### src/rtl/tx_seq_pkg.sv
package tx_seq_pkg;

   typedef enum logic [2:0] {
      OP_DISABLE = 3'd0,
      OP_ID      = 3'd1,
      OP_MODE    = 3'd2,
      OP_DLO     = 3'd3,
      OP_DHI     = 3'd4,
      OP_CTRL    = 3'd5
   } load_op_e;

   localparam int WORD_W       = 32;
   localparam int EXT_ID_W     = 29;
   localparam int STD_ID_W     = 11;
   localparam int ID_EXT_BIT   = 29;
   localparam int STD_ID_LSB   = 18;
   localparam int MODE_TX_BIT  = 8;
   localparam int CTRL_RTR_BIT = 4;
   localparam int CTRL_GO_BIT  = 7;

endpackage

### src/rtl/tx_slot_counters.sv
module tx_slot_counters #(
   parameter int MBOX_BITS = 2,
   parameter int PRIO_BITS = 4,
   localparam int CNT_W = MBOX_BITS + PRIO_BITS
) (
   input  logic             clk,
   input  logic             rst_n,
   input  logic             accept,
   input  logic             retire,
   output logic [CNT_W-1:0] next_cnt,
   output logic [CNT_W-1:0] echo_cnt,
   output logic             full,
   output logic             wrap_hold,
   output logic             pending
);

   localparam int MBOX_N = 1 << MBOX_BITS;
   localparam logic [CNT_W-1:0] MBOX_N_C = CNT_W'(MBOX_N);

   if (MBOX_BITS < 1 || PRIO_BITS < 1) begin : g_bad_width
      $error("tx_slot_counters: counter fields must be at least one bit");
   end

   logic [CNT_W-1:0] in_flight;

   always_ff @(posedge clk) begin
      if (!rst_n) begin
         next_cnt <= '0;
         echo_cnt <= '0;
      end else begin
         if (accept) next_cnt <= next_cnt + 1'b1;
         if (retire) echo_cnt <= echo_cnt + 1'b1;
      end
   end

   assign in_flight = next_cnt - echo_cnt;
   assign full      = (in_flight == MBOX_N_C);
   assign pending   = (in_flight != '0);
   assign wrap_hold = (next_cnt == '0) && (echo_cnt != '0);

   p_count_bound_r4: assert property (@(posedge clk) disable iff (!rst_n)
      in_flight <= MBOX_N_C);

   p_accept_room_r6: assert property (@(posedge clk) disable iff (!rst_n)
      accept |-> !full && !wrap_hold);

   p_retire_pending_r7: assert property (@(posedge clk) disable iff (!rst_n)
      retire |-> pending);

   p_echo_step_r7: assert property (@(posedge clk) disable iff (!rst_n)
      retire |=> echo_cnt == $past(echo_cnt) + 1'b1);

endmodule

### src/rtl/tx_load_fsm.sv
module tx_load_fsm
   import tx_seq_pkg::*;
#(
   parameter int MBOX_BITS = 2,
   parameter int PRIO_BITS = 4,
   parameter int ID_W      = 29,
   parameter int DATA_W    = 64,
   parameter int DLC_W     = 4
) (
   input  logic                 clk,
   input  logic                 rst_n,
   input  logic                 accept,
   input  logic [ID_W-1:0]      in_id,
   input  logic                 in_ext,
   input  logic                 in_rtr,
   input  logic [DLC_W-1:0]     in_dlc,
   input  logic [DATA_W-1:0]    in_data,
   input  logic [MBOX_BITS-1:0] slot,
   input  logic [PRIO_BITS-1:0] prio,
   output logic                 busy,
   output logic [2:0]           cmd_op,
   output logic [MBOX_BITS-1:0] cmd_mbox,
   output logic [WORD_W-1:0]    cmd_data
);

   if (ID_W != EXT_ID_W) begin : g_bad_id
      $error("tx_load_fsm: identifier width must be 29");
   end
   if (DATA_W != 2 * WORD_W) begin : g_bad_data
      $error("tx_load_fsm: payload must be two words");
   end
   if (DLC_W > CTRL_RTR_BIT || PRIO_BITS > MODE_TX_BIT) begin : g_bad_fields
      $error("tx_load_fsm: length or priority field overlaps a flag bit");
   end

   logic [ID_W-1:0]      f_id;
   logic                 f_ext, f_rtr;
   logic [DLC_W-1:0]     f_dlc;
   logic [DATA_W-1:0]    f_data;
   logic [PRIO_BITS-1:0] f_prio;
   load_op_e             op_q;

   always_ff @(posedge clk) begin
      if (!rst_n) begin
         busy     <= 1'b0;
         op_q     <= OP_DISABLE;
         cmd_mbox <= '0;
         f_id     <= '0;
         f_ext    <= 1'b0;
         f_rtr    <= 1'b0;
         f_dlc    <= '0;
         f_data   <= '0;
         f_prio   <= '0;
      end else if (accept) begin
         busy     <= 1'b1;
         op_q     <= OP_DISABLE;
         cmd_mbox <= slot;
         f_id     <= in_id;
         f_ext    <= in_ext;
         f_rtr    <= in_rtr;
         f_dlc    <= in_dlc;
         f_data   <= in_data;
         f_prio   <= prio;
      end else if (busy) begin
         if (op_q == OP_CTRL) busy <= 1'b0;
         else                 op_q <= load_op_e'(op_q + 3'd1);
      end
   end

   always_comb begin
      cmd_data = '0;
      unique case (op_q)
         OP_DISABLE: cmd_data = '0;
         OP_ID: begin
            if (f_ext) begin
               cmd_data[EXT_ID_W-1:0] = f_id;
               cmd_data[ID_EXT_BIT]   = 1'b1;
            end else begin
               cmd_data[STD_ID_LSB +: STD_ID_W] = f_id[STD_ID_W-1:0];
            end
         end
         OP_MODE: begin
            cmd_data[PRIO_BITS-1:0] = f_prio;
            cmd_data[MODE_TX_BIT]   = 1'b1;
         end
         OP_DLO: cmd_data = f_data[WORD_W-1:0];
         OP_DHI: cmd_data = f_data[DATA_W-1:WORD_W];
         OP_CTRL: begin
            cmd_data[DLC_W-1:0]    = f_dlc;
            cmd_data[CTRL_RTR_BIT] = f_rtr;
            cmd_data[CTRL_GO_BIT]  = 1'b1;
         end
         default: cmd_data = '0;
      endcase
   end

   assign cmd_op = op_q;

   p_accept_idle_r3: assert property (@(posedge clk) disable iff (!rst_n)
      accept |-> !busy);

   p_beat_order_r3: assert property (@(posedge clk) disable iff (!rst_n)
      busy && (op_q != OP_DISABLE) |-> $past(busy) && (op_q == load_op_e'($past(op_q) + 3'd1)));

   p_burst_start_r3: assert property (@(posedge clk) disable iff (!rst_n)
      accept |=> busy && (op_q == OP_DISABLE));

endmodule

### src/rtl/tx_retire_unit.sv
module tx_retire_unit #(
   parameter int MBOX_BITS = 2,
   localparam int MBOX_N = 1 << MBOX_BITS
) (
   input  logic                 clk,
   input  logic                 rst_n,
   input  logic                 load_go,
   input  logic [MBOX_BITS-1:0] load_mb,
   input  logic [MBOX_BITS-1:0] echo_mb,
   input  logic                 pending,
   input  logic [MBOX_N-1:0]    done_pulse,
   input  logic [MBOX_N-1:0]    abort_pulse,
   input  logic [MBOX_N-1:0]    mb_ready,
   output logic                 retire_go,
   output logic [MBOX_N-1:0]    irq_en,
   output logic                 ack_valid,
   output logic [MBOX_BITS-1:0] ack_slot
);

   logic [MBOX_N-1:0] ev_seen;
   logic [MBOX_N-1:0] ev_abort;

   for (genvar i = 0; i < MBOX_N; i++) begin : g_mbox
      logic en_q, ev_q, abt_q;
      logic hit_load, hit_retire;

      assign hit_load   = load_go && (load_mb == MBOX_BITS'(i));
      assign hit_retire = retire_go && (echo_mb == MBOX_BITS'(i));

      always_ff @(posedge clk) begin
         if (!rst_n) begin
            en_q  <= 1'b0;
            ev_q  <= 1'b0;
            abt_q <= 1'b0;
         end else if (hit_load) begin
            en_q  <= 1'b1;
            ev_q  <= 1'b0;
            abt_q <= 1'b0;
         end else if (hit_retire) begin
            en_q  <= 1'b0;
            ev_q  <= 1'b0;
            abt_q <= 1'b0;
         end else if (en_q) begin
            if (done_pulse[i] || abort_pulse[i]) ev_q <= 1'b1;
            if (abort_pulse[i])                  abt_q <= 1'b1;
         end
      end

      assign irq_en[i]   = en_q;
      assign ev_seen[i]  = ev_q;
      assign ev_abort[i] = abt_q;
   end

   assign retire_go = pending && ev_seen[echo_mb];

   always_ff @(posedge clk) begin
      if (!rst_n) begin
         ack_valid <= 1'b0;
         ack_slot  <= '0;
      end else begin
         ack_valid <= retire_go && !ev_abort[echo_mb] && mb_ready[echo_mb];
         ack_slot  <= echo_mb;
      end
   end

   p_retire_enabled_r11: assert property (@(posedge clk) disable iff (!rst_n)
      retire_go |-> irq_en[echo_mb]);

   p_load_free_r11: assert property (@(posedge clk) disable iff (!rst_n)
      load_go |-> !irq_en[load_mb]);

   p_ack_after_retire_r8: assert property (@(posedge clk) disable iff (!rst_n)
      ack_valid |-> $past(retire_go));

   p_abort_silent_r9: assert property (@(posedge clk) disable iff (!rst_n)
      retire_go && ev_abort[echo_mb] |=> !ack_valid);

endmodule

### src/rtl/tx_order_seq.sv
module tx_order_seq
   import tx_seq_pkg::*;
#(
   parameter int MBOX_BITS = 2,
   parameter int PRIO_BITS = 4,
   parameter int ID_W      = 29,
   parameter int DATA_W    = 64,
   parameter int DLC_W     = 4,
   localparam int MBOX_N   = 1 << MBOX_BITS,
   localparam int CNT_W    = MBOX_BITS + PRIO_BITS
) (
   input  logic                 clk,
   input  logic                 rst_n,
   input  logic                 in_valid,
   output logic                 in_ready,
   input  logic [ID_W-1:0]      in_id,
   input  logic                 in_ext,
   input  logic                 in_rtr,
   input  logic [DLC_W-1:0]     in_dlc,
   input  logic [DATA_W-1:0]    in_data,
   input  logic [MBOX_N-1:0]    mb_ready,
   input  logic [MBOX_N-1:0]    mb_done,
   input  logic [MBOX_N-1:0]    mb_abort,
   output logic                 cmd_valid,
   output logic [2:0]           cmd_op,
   output logic [MBOX_BITS-1:0] cmd_mbox,
   output logic [WORD_W-1:0]    cmd_data,
   output logic [MBOX_N-1:0]    irq_en,
   output logic                 ack_valid,
   output logic [MBOX_BITS-1:0] ack_slot
);

   logic [CNT_W-1:0] next_cnt, echo_cnt;
   logic             full, wrap_hold, pending, retire_go, accept;
   logic [MBOX_BITS-1:0] next_mb, echo_mb;
   logic [PRIO_BITS-1:0] next_prio;

   assign next_mb   = next_cnt[MBOX_BITS-1:0];
   assign next_prio = next_cnt[CNT_W-1:MBOX_BITS];
   assign echo_mb   = echo_cnt[MBOX_BITS-1:0];

   assign in_ready = !cmd_valid && !full && !wrap_hold && mb_ready[next_mb];
   assign accept   = in_valid && in_ready;

   tx_slot_counters #(
      .MBOX_BITS (MBOX_BITS),
      .PRIO_BITS (PRIO_BITS)
   ) cnt_i (
      .clk       (clk),
      .rst_n     (rst_n),
      .accept    (accept),
      .retire    (retire_go),
      .next_cnt  (next_cnt),
      .echo_cnt  (echo_cnt),
      .full      (full),
      .wrap_hold (wrap_hold),
      .pending   (pending)
   );

   tx_load_fsm #(
      .MBOX_BITS (MBOX_BITS),
      .PRIO_BITS (PRIO_BITS),
      .ID_W      (ID_W),
      .DATA_W    (DATA_W),
      .DLC_W     (DLC_W)
   ) load_i (
      .clk      (clk),
      .rst_n    (rst_n),
      .accept   (accept),
      .in_id    (in_id),
      .in_ext   (in_ext),
      .in_rtr   (in_rtr),
      .in_dlc   (in_dlc),
      .in_data  (in_data),
      .slot     (next_mb),
      .prio     (next_prio),
      .busy     (cmd_valid),
      .cmd_op   (cmd_op),
      .cmd_mbox (cmd_mbox),
      .cmd_data (cmd_data)
   );

   tx_retire_unit #(
      .MBOX_BITS (MBOX_BITS)
   ) ret_i (
      .clk         (clk),
      .rst_n       (rst_n),
      .load_go     (accept),
      .load_mb     (next_mb),
      .echo_mb     (echo_mb),
      .pending     (pending),
      .done_pulse  (mb_done),
      .abort_pulse (mb_abort),
      .mb_ready    (mb_ready),
      .retire_go   (retire_go),
      .irq_en      (irq_en),
      .ack_valid   (ack_valid),
      .ack_slot    (ack_slot)
   );

   p_ready_needs_mbox_r5: assert property (@(posedge clk) disable iff (!rst_n)
      in_ready |-> mb_ready[next_mb]);

   p_enables_cover_flight_r11: assert property (@(posedge clk) disable iff (!rst_n)
      !pending |-> irq_en == '0);

endmodule

### config.mk
export PLATFORM = sky130hd
export DESIGN_NAME = tx_order_seq
export DESIGN_NICKNAME = d
export VERILOG_FILES = /design/src/rtl/tx_seq_pkg.sv /design/src/rtl/tx_slot_counters.sv /design/src/rtl/tx_load_fsm.sv /design/src/rtl/tx_retire_unit.sv /design/src/rtl/tx_order_seq.sv
export SDC_FILE = /design/constraint.sdc
export NUM_CORES = 1
export LEC_CHECK = 0
export ABC_AREA = 1
export CAP_MARGIN = 15
export CORE_ASPECT_RATIO = 0.8
export CORE_MARGIN = 4
export CORE_UTILIZATION = 25
export CTS_BUF_LIST = sky130_fd_sc_hd__clkbuf_2 sky130_fd_sc_hd__clkbuf_4 sky130_fd_sc_hd__clkbuf_8
export CTS_CLUSTER_SIZE = 20
export DETAILED_ROUTE_END_ITERATION = 10
export GPL_TIMING_DRIVEN = 1
export SETUP_SLACK_MARGIN = 0.3
export SYNTH_ARGS = -nofsm -noshare
export SYNTH_HDL_FRONTEND = slang
export SYNTH_HIERARCHICAL = 1
export SYNTH_SLANG_ARGS = --single-unit
### constraint.sdc
create_clock -name clk -period 3.8 [get_ports clk]
set_clock_uncertainty 0.1 [all_clocks]
set_input_delay 0.38 -clock clk [delete_from_list [all_inputs] [get_ports clk]]
set_output_delay 0.38 -clock clk [all_outputs]
set_load 0.05 [all_outputs]
### After elaboration in Yosys (flattened, before gate mapping)

Cells that the tools add are included.
W data, S select, Z words.

* add/subtract/negate cells: 4
* magnitude comparators: 2
* eq/ne operators: 12
* muxes and demuxes: 29
* bitwise operators: 2
* reductions and logical operators: 47

Operators by type and width (number)
* $pmux W21 S3: 1
* $pmux W4 S5: 1
* $mux W18: 1
* $reduce_and A2 Y1: 9
* $logic_and A1 B1 Y1: 16
* $mux W1: 16
* $add A6 B1 Y6 const B: 2
* $pmux W1 S4: 3
* $reduce_bool A6 Y1: 2
* $reduce_or A3 Y1: 4
* $mux W11: 1
* $bmux W1 S2: 4
* $eq A2 B2 Y1 const B: 4
* $reduce_bool A2 Y1: 4
* $eq A3 B2 Y1 const B: 2
* $eq A3 B3 Y1 const B: 2
* $eq A6 B3 Y1 const B: 1
* $logic_not A6 Y1: 1
* $lt A2 B3 Y1 const B: 2
* $pmux W2 S3: 1
* $sub A6 B6 Y6: 1
* $eq A2 B1 Y1 const B: 2
* $logic_not A1 Y1: 4
* $logic_not A2 Y1: 2
* other kinds (6): 10

* register bits after elaboration: 136
* input bits: 114
* output and inout bits: 46
* word-level logic and storage cells: 121

### Depth between registers and ports, before layout

Gate-level depths: netlist (run 1).

* depth in word-level cells: 9
* gate-level depth with buffers: 20
* gate-level depth less buffers: 20

### Modules after synthesis

The synthesis (run 1) kept the hierarchy.

Modules (own cells, without submodules)
* tx_load_fsm: times used 1, cells each 671, area an instance 4629.4 sq um, sequential area each 2182.1 sq um
* tx_slot_counters: times used 1, cells each 134, area an instance 854.6 sq um, sequential area each 240.2 sq um
* tx_retire_unit: times used 1, cells each 108, area an instance 759.5 sq um, sequential area each 300.3 sq um
* tx_order_seq: times used 1, cells each 13, area an instance 71.3 sq um, sequential area each 0.0 sq um

### Least setup slack after synthesis (run 1)

No wires, ideal clock.

* path kind: flip-flop to flip-flop
* from: register cnt_i.echo_cnt[1]
* to: register load_i.f_data[61]
* library setup time: 0.116 ns
* data arrival time: 2.601 ns
* required time: 3.584 ns
* setup slack: 0.983 ns
* stages on the path, launching flop included: 20
* path buffers: 3
* clock period less this slack: 2.817 ns
* cells stage by stage: dfxtp_1 > inv_1 > ha_1 > nand2_1 > nand2_1 > nand2_1 > nand2_1 > nand2_1 > nand2_1 > nand2_1 > nor2_1 > nor3_2 > nand3_2 > nor2_2 > buf_6 > inv_4 > buf_6 > buf_6 > nor2_1 > nor2_1

* cells in the longest elaborated chain, start to end: 7
* elaborated cells between the ends (all ways): 10
* classes of those cells: 1 x add/sub; 1 x eq/ne; 8 x reduce/logical

Ends and longest elaborated chain
* start, declared: RTL line tx_slot_counters.sv:11 `output logic [CNT_W-1:0] echo_cnt,`
* start signal, assigned: RTL line tx_slot_counters.sv:32 `if (retire) echo_cnt <= echo_cnt + 1'b1;`
* $sub A6 B6 Y6: RTL line tx_slot_counters.sv:36 `assign in_flight = next_cnt - echo_cnt;`
* $eq A6 B3 Y1: RTL line tx_slot_counters.sv:37 `assign full = (in_flight == MBOX_N_C);`
* via full: RTL line tx_order_seq.sv:34 `logic full, wrap_hold, pending, retire_go, accept;`
* $logic_not A1 Y1: RTL line tx_order_seq.sv:42 `assign in_ready = !cmd_valid && !full && !wrap_hold && mb_ready[next_mb];`
* $logic_and A1 B1 Y1 (3 in series): RTL line tx_order_seq.sv:42
* $logic_and A1 B1 Y1: RTL line tx_order_seq.sv:43 `assign accept = in_valid && in_ready;`
* via accept: RTL line tx_order_seq.sv:34
* end signal, assigned: RTL line tx_load_fsm.sv:62 `f_data <= in_data;`
* end, declared: RTL line tx_load_fsm.sv:39 `logic [DATA_W-1:0] f_data;`

The timed path passes the listed nets, and every way through them passes these cells.
A chain may end at the register's enable or synchronous reset.

### Final worst setup path (run 1)

* from: register load_i.op_q[1] (netlist: load_i/cmd_op[1])
* to: output cmd_data[15]

* cells in the longest elaborated chain, start to end: 2
* elaborated cells between the ends (all ways): 4
* classes of those cells: 3 x eq/ne; 1 x mux

Ends and longest elaborated chain
* start, declared: RTL line tx_load_fsm.sv:41 `load_op_e op_q;`
* start signal, assigned: RTL line tx_load_fsm.sv:66 `else op_q <= load_op_e'(op_q + 3'd1);`
* $eq A3 B3 Y1, or another cell as far along: RTL line tx_load_fsm.sv:72 `unique case (op_q)`
* $pmux W21 S3 *: RTL line tx_load_fsm.sv:72
* end, declared: RTL line tx_order_seq.sv:27 `output logic [WORD_W-1:0] cmd_data,`

Mark *: on every way between the ends. The rest lies on a longest branch, timed or not.

==> results of run 1 <==
[cells in the mapped netlist (all sizes together)]
cell | instances | share of area (%)
nand2 | 169 | 10
clkbuf | 23 | 1.5
dfxtp | 136 | 43
nand4 | 6 | 0.59
buf | 28 | 3.2
inv | 56 | 3.4
nor2 | 278 | 17
o21ai | 125 | 10
and3 | 1 | 0.099
o211ai | 1 | 0.12
o31ai | 2 | 0.24
nor3 | 8 | 0.79
nor4 | 1 | 0.099
nand3b | 2 | 0.24
nand3 | 52 | 4.5
a211oi | 4 | 0.48
a22o | 2 | 0.28
ha | 14 | 2.8
a21oi | 17 | 1.4
xor2 | 1 | 0.14
[final timing paths]
kind / slack [ns] / endpoint / cells after the start
worst min-delay path: 0.37 / load_i/f_data[39] / 2
worst min register to register: 0.37 / load_i/f_data[39] / 2
worst max register to register: 0.64 / load_i/f_data[19] / 15
worst max-delay path: 0.41 / cmd_data[15] / 6
[flip-flops by register name, indices dropped and copies added, names as in the netlist, 3 cells and up]
register            flops
load_i/f_data          64
ret_i/g_mbox.abt_q      4
load_i/f_dlc            4
load_i/f_id            29
cnt_i/next_cnt          6
ret_i/g_mbox.ev_q       4
cnt_i/echo_cnt          6
ret_i/g_mbox.en_q       4
load_i/f_prio           4
load_i/cmd_op           3
[what timing repair did]
action | 4_1_cts | 5_1_grt
pin swaps | 1 | 0
setup buffers | 3 | 0
gates resized for setup | 1 | 11
cloned | 0 | 1
endpoints found under the setup margin | 4 | 11
[layout by cell type, fill, tap and decap left out, types with 2 or more instances in the layout]
cell	netlist	layout
dlymetal6s2s_1	0	8
a211oi_1	4	4
inv_2	2	2
nor3_2	2	2
inv_1	52	52
nor3_1	6	6
a22o_1	2	2
o21ai_1	8	8
nor2_4	1	2
clkdlybuf4s50_1	0	146
nand3_2	5	5
nand3b_1	2	2
clkinv_2	0	3
inv_4	2	2
nand4_1	6	6
inv_6	0	3
clkbuf_8	0	18
nor2_1	273	273
nor2_2	4	3
dfxtp_1	136	136
nand2_2	7	7
nand2_1	162	162
o21ai_0	116	116
o31ai_1	2	2
buf_4	6	17
a21oi_1	16	16
nand3_1	47	47
clkinvlp_4	0	6
ha_1	14	14
[per-stage QoR]
| step | hold WS [ns] | cells | util [%] | setup WS (ns) | cell area [um2] |
|---|---|---|---|---|---|
| after detailed placement | 0.358 | 1363 | 33.0 | 0.641 | 8100 |
| after floorplan | 0.334 | 926 | - | 0.983 | 6310 |
| final | 0.365 | 1399 | 34.7 | 0.412 | 8530 |
| after global routing | 0.386 | 1399 | 34.7 | 0.246 | 8530 |
| after CTS | 0.370 | 1398 | 34.6 | 0.340 | 8500 |
| after global placement | 0.352 | 1363 | 33.0 | 0.681 | 8100 |
[power breakdown]
part / total (mW) / leakage, nW / internal, mW / switching, mW
registers: 1.75 / 1.11 / 1.63 / 0.121
clock network: 1.15 / 0.174 / 0.537 / 0.610
logic: 0.930 / 2.55 / 0.343 / 0.587
[logic make-up (layout without fill, tap and decap cells)]
logic type / Yosys count / in the layout / synth area share, %
AND/OR/NAND/NOR: 517 / 517 / 33.5
buffers and inverters: 107 / 262 / 8.02
XOR/XNOR: 1 / 1 / 0.139
AO/OA/AOI/OAI: 151 / 151 / 12.5
flip-flops: 136 / 136 / 43.1
adder cells (fa/ha/maj): 14 / 14 / 2.77
[layer usage]
metal	vias to the layer above	share of wire [%]	GRT usage [%]
met5	-	0.062	0
met4	2	1.0	3.53
met3	12	7.8	5.17
met2	171	44	22.1
met1	2903	47	20.0
li1	3233	-	-
[critical path, stage by stage (launching register included)]
cell	delay, ns
dfxtp_1	0.49
ha_1	0.21
ha_1	0.44
buf_4	0.32
nand2_1	0.08
nand3_1	0.11
clkdlybuf4s50_1	0.81
[area by class of cell]
class,instances,share of cell area [%]
Multi-Input combinational cell,683,36.2
Sequential cell,136,31.9
Timing Repair Buffer,174,20.3
Tap cell,318,4.66
Clock buffer,18,2.90
Inverter,56,2.52
Clock inverter,14,1.47
==> metrics, run 1 <==
First-pass DRT Iterations 5; crit start category register; Final min period 3.39 ns; Root Buffer clkbuf_8; status finished clean; peak supply drop 0.213 mV; detailed-placement wirelength estimate 14,400 um; maximum root-to-sink buffer count 2; Worst EP required 3.32 ns; Reg-to-Reg Start cnt_i/next_cnt[0]; n_diodes 0; RSZ-0062 raised after global routing yes; clock sink count 136; core box area 0.0246 mm2; share of cells above drive strength 1 7.03%; Routed WL per cell 15.0 um; DRT Wirelength 21,000 um; Final #Nets 1,196; FF/Latch Area 0.00272 mm2; largest net degree at the start of global routing 118; Clk pin slew, worst setup/hold paths 0.08 ns; Post-DRT Antenna Nets 0; via count 6,321; cts hold-fix bufs 0; crit-path max FO 12; CTS HTree Levels 4; Avg Inst Size Synth 6.82 um2; total power 3.83 mW; area grow syn2layout 35.1%; Net Count, Synth 1,054; Netlist cell types 33; post-synthesis register bit count 136; die height 150 um; fmax 295 MHz; routability congestion estimate 0.862; Tot GR Track Use 14.6%; crit path capture type primary output; Die ar. 0.0279 mm2; sequential fraction of the synthesis area 43.1%; DRC Markers 0; warnings from Yosys 6; PD cells 449 mW/mm2; max cap viols 0; TritonCTS clock tree done; # fillers 2,577; first-pass GRT wire length 32,300 um; total leakage power 3.84 nW; DRT iter0 DRCs 367; multi-input logic area 0.00309 mm2; clock latency on the worst-skew pair 0.43 ns; TritonCTS Buffers 17; critical path type register to primary output; CP arrival 2.91 ns; vias in the first global route 6,108; num rows 51; final worst-path cycle share 89.2%; Final setup viols 0; initial antenna violation count 1; Post-Synthesis Cells 926; hold_sp load_i/f_data[39]; grt ovf 0; Cell Area, Synth 0.00631 mm2; I/O pin count 160; setup_tns 0 ns; vias per inst 4.52; Die X 186 um; Initial Util 25.7%; crit path from load_i/cmd_op[1]; IO Port Bufs 159; Worst Max-Slew Pin Slew 1.07 ns; HP Class register to register; Slew HR 28.4%; fin. max-slew vios 0; Final Hold Fails 0
Power figures use the tool's default switching activity.
==> inputs of run 2 (changes only) <==
--- a/config.mk
+++ b/config.mk
@@ -11,6 +11,7 @@
 export CORE_MARGIN = 4
 export CORE_UTILIZATION = 25
 export CTS_BUF_LIST = sky130_fd_sc_hd__clkbuf_2 sky130_fd_sc_hd__clkbuf_4 sky130_fd_sc_hd__clkbuf_8
+export CTS_CLUSTER_DIAMETER = 50
 export CTS_CLUSTER_SIZE = 20
 export DETAILED_ROUTE_END_ITERATION = 10
 export GPL_TIMING_DRIVEN = 1
==> constraint.sdc (replaced) <==
create_clock -name clk -period 3.4 [get_ports clk]
set_clock_uncertainty 0.1 [all_clocks]
set_input_delay 0.34 -clock clk [delete_from_list [all_inputs] [get_ports clk]]
set_output_delay 0.34 -clock clk [all_outputs]
set_load 0.05 [all_outputs]
==> metrics, run 2 (same netlist as run 1, synthesis figures left out) <==
status finished clean; peak supply drop 0.258 mV (+21%); TritonCTS clock tree done; Routed WL per cell 14.7 um (-1.9%); first-pass GRT wire length 32,200 um (-0.26%); DRC Markers 0 (unchanged); max cap viols 0 (unchanged); vias per inst 4.49 (-0.62%); Initial Util 25.7% (unchanged); n_diodes 0 (unchanged); Final min period 2.91 ns; num rows 51 (unchanged); fmax 343 MHz; I/O pin count 160 (unchanged); Die ar. 0.0279 mm2 (unchanged); commonest non-fill, non-tap cell in the layout nor2_1; Worst EP required 2.96 ns (-0.36 ns); placed inst area 0.00822 mm2 (+1.5%); placed cell count 1,369 (+0.44%); fin. max-slew vios 0 (unchanged); final worst-path cycle share 85.7%; largest net degree at the start of global routing 73 (-38%); Die X 186 um (unchanged); grt ovf 0 (unchanged); Final Non-Filler Cells 1,405 (+0.43%); CP arrival 2.47 ns (-0.44 ns); Biggest register load_i/f_data; HP Class input pin to register; Worst Max-Slew Pin Slew 0.665 ns (-0.408 ns); Tot GR Track Use 14.6% (-0.036 points); Slew HR 55.6% (+27 points); Final Hold Fails 0 (unchanged); crit start category register; TritonCTS Buffers 17 (unchanged); core box area 0.0246 mm2 (unchanged); DRT iter0 DRCs 340 (-7.4%); total leakage power 3.84 nW (+0.13%); crit-path max FO 10 (-2); Post-DRT Antenna Nets 0 (unchanged); routability congestion estimate 0.850 (-1.4%); maximum root-to-sink buffer count 2 (unchanged); Final #Nets 1,202 (+0.50%); PD cells 511 mW/mm2 (+14%); CTS HTree Levels 4 (unchanged); clock sink count 136 (unchanged); Root Buffer clkbuf_8; design area 0.00871 mm2 (+2.1%); DRT Wirelength 20,700 um (-1.5%); IO Port Bufs 159 (unchanged); detailed-placement wirelength estimate 14,900 um (+3.5%); clock latency on the worst-skew pair 0.44 ns (about the same); via count 6,309 (-0.19%); crit path capture type primary output; Final setup viols 0 (unchanged); FF/Latch Area 0.00273 mm2 (+0.14%); setup_tns 0 ns (unchanged); die height 150 um (unchanged); area grow syn2layout 38.0%; share of cells above drive strength 1 10.8% (+3.7 points); critical path type register to primary output; multi-input logic area 0.00312 mm2 (+0.97%); Largest regs load_i/f_data: 64 flops, load_i/f_id: 29 flops; vias in the first global route 6,084 (-0.39%); RSZ-0062 raised after global routing yes; commonest cells after routing, fill and taps aside nor2_1, nand2_1, dfxtp_1; max reg flops 64 (unchanged); # fillers 2,642 (+2.5%); initial antenna violation count 1 (unchanged); First-pass DRT Iterations 4 (-1); Clk pin slew, worst setup/hold paths 0.08 ns (about the same)
==> run 2: cell count changes in the layout (fill, tap and decap cells not counted), sizes merged, moves of 2 or more <==
cell / before / now
clkdlybuf4s50: 146 / 125
inv: 59 / 57
dlymetal6s2s: 8 / 0
clkbuf: 19 / 21
buf: 18 / 55
bufinv: 1 / 3
clkinvlp: 6 / 4
==> run 2: worst max-delay path, cell delays in order, from the launching register on <==
cell and delay [ns]:
dfxtp_1 0.49, ha_1 0.21, ha_1 0.40, buf_4 0.28, nand2_1 0.07, nand2_1 0.09
nor2_1 0.05, a21oi_1 0.27, buf_12 0.18
==> run 2: metrics by stage <==
step	util, %	hold slack, ns	total power, mW	setup WS [ns]
after CTS	35.2	0.300	4.50	0.328
after global routing	35.5	0.338	4.71	0.287
after global placement	33.5	0.352	3.03	0.442
after floorplan	-	0.334	2.63	0.583
after detailed placement	33.5	0.363	3.05	0.359
final	35.5	0.337	4.45	0.486
==> run 2: power by group <==
part           switching, mW  internal (mW)
clock network          0.651          0.782
logic                  0.655          0.414
registers              0.127           1.82
==> run 2: worst paths after layout <==
kind                startpoint                 to  slack [ns]  depth (start not counted)
max           load_i/cmd_op[0]        cmd_data[7]        0.49                          8
max reg2reg  cnt_i/echo_cnt[4]  cnt_i/next_cnt[4]        0.51                         17
min                      rst_n  cnt_i/echo_cnt[2]        0.34                          3
min reg2reg  load_i/f_data[39]  load_i/f_data[39]        0.38                          2
==> run 2: what timing repair did <==
action	CTS	global route
buffers inserted	0	4
setup endpoints to repair	0	123
resized for setup	0	6
hold buffers	0	0
==> run 2: final cells by class <==
| class | instances | share of cell area (%) |
|---|---|---|
| flip-flops and latches | 136 | 31.3 |
| multi-input cells | 683 | 35.8 |
| repair buffers | 180 | 21.0 |
| inverters | 56 | 2.51 |
| clock inverters | 11 | 1.67 |
| well taps | 318 | 4.57 |
| clock buffers | 21 | 3.17 |
==> run 2: routing by layer <==
layer / wire (um) / share of wire (%) / vias up / track usage, %
li1: - / - / 3240 / -
met1: 9740 / 47 / 2893 / 19.9
met2: 9060 / 44 / 150 / 21.8
met3: 1560 / 7.5 / 24 / 4.64
met4: 338 / 1.6 / 2 / 4.88
met5: 13 / 0.063 / - / 0
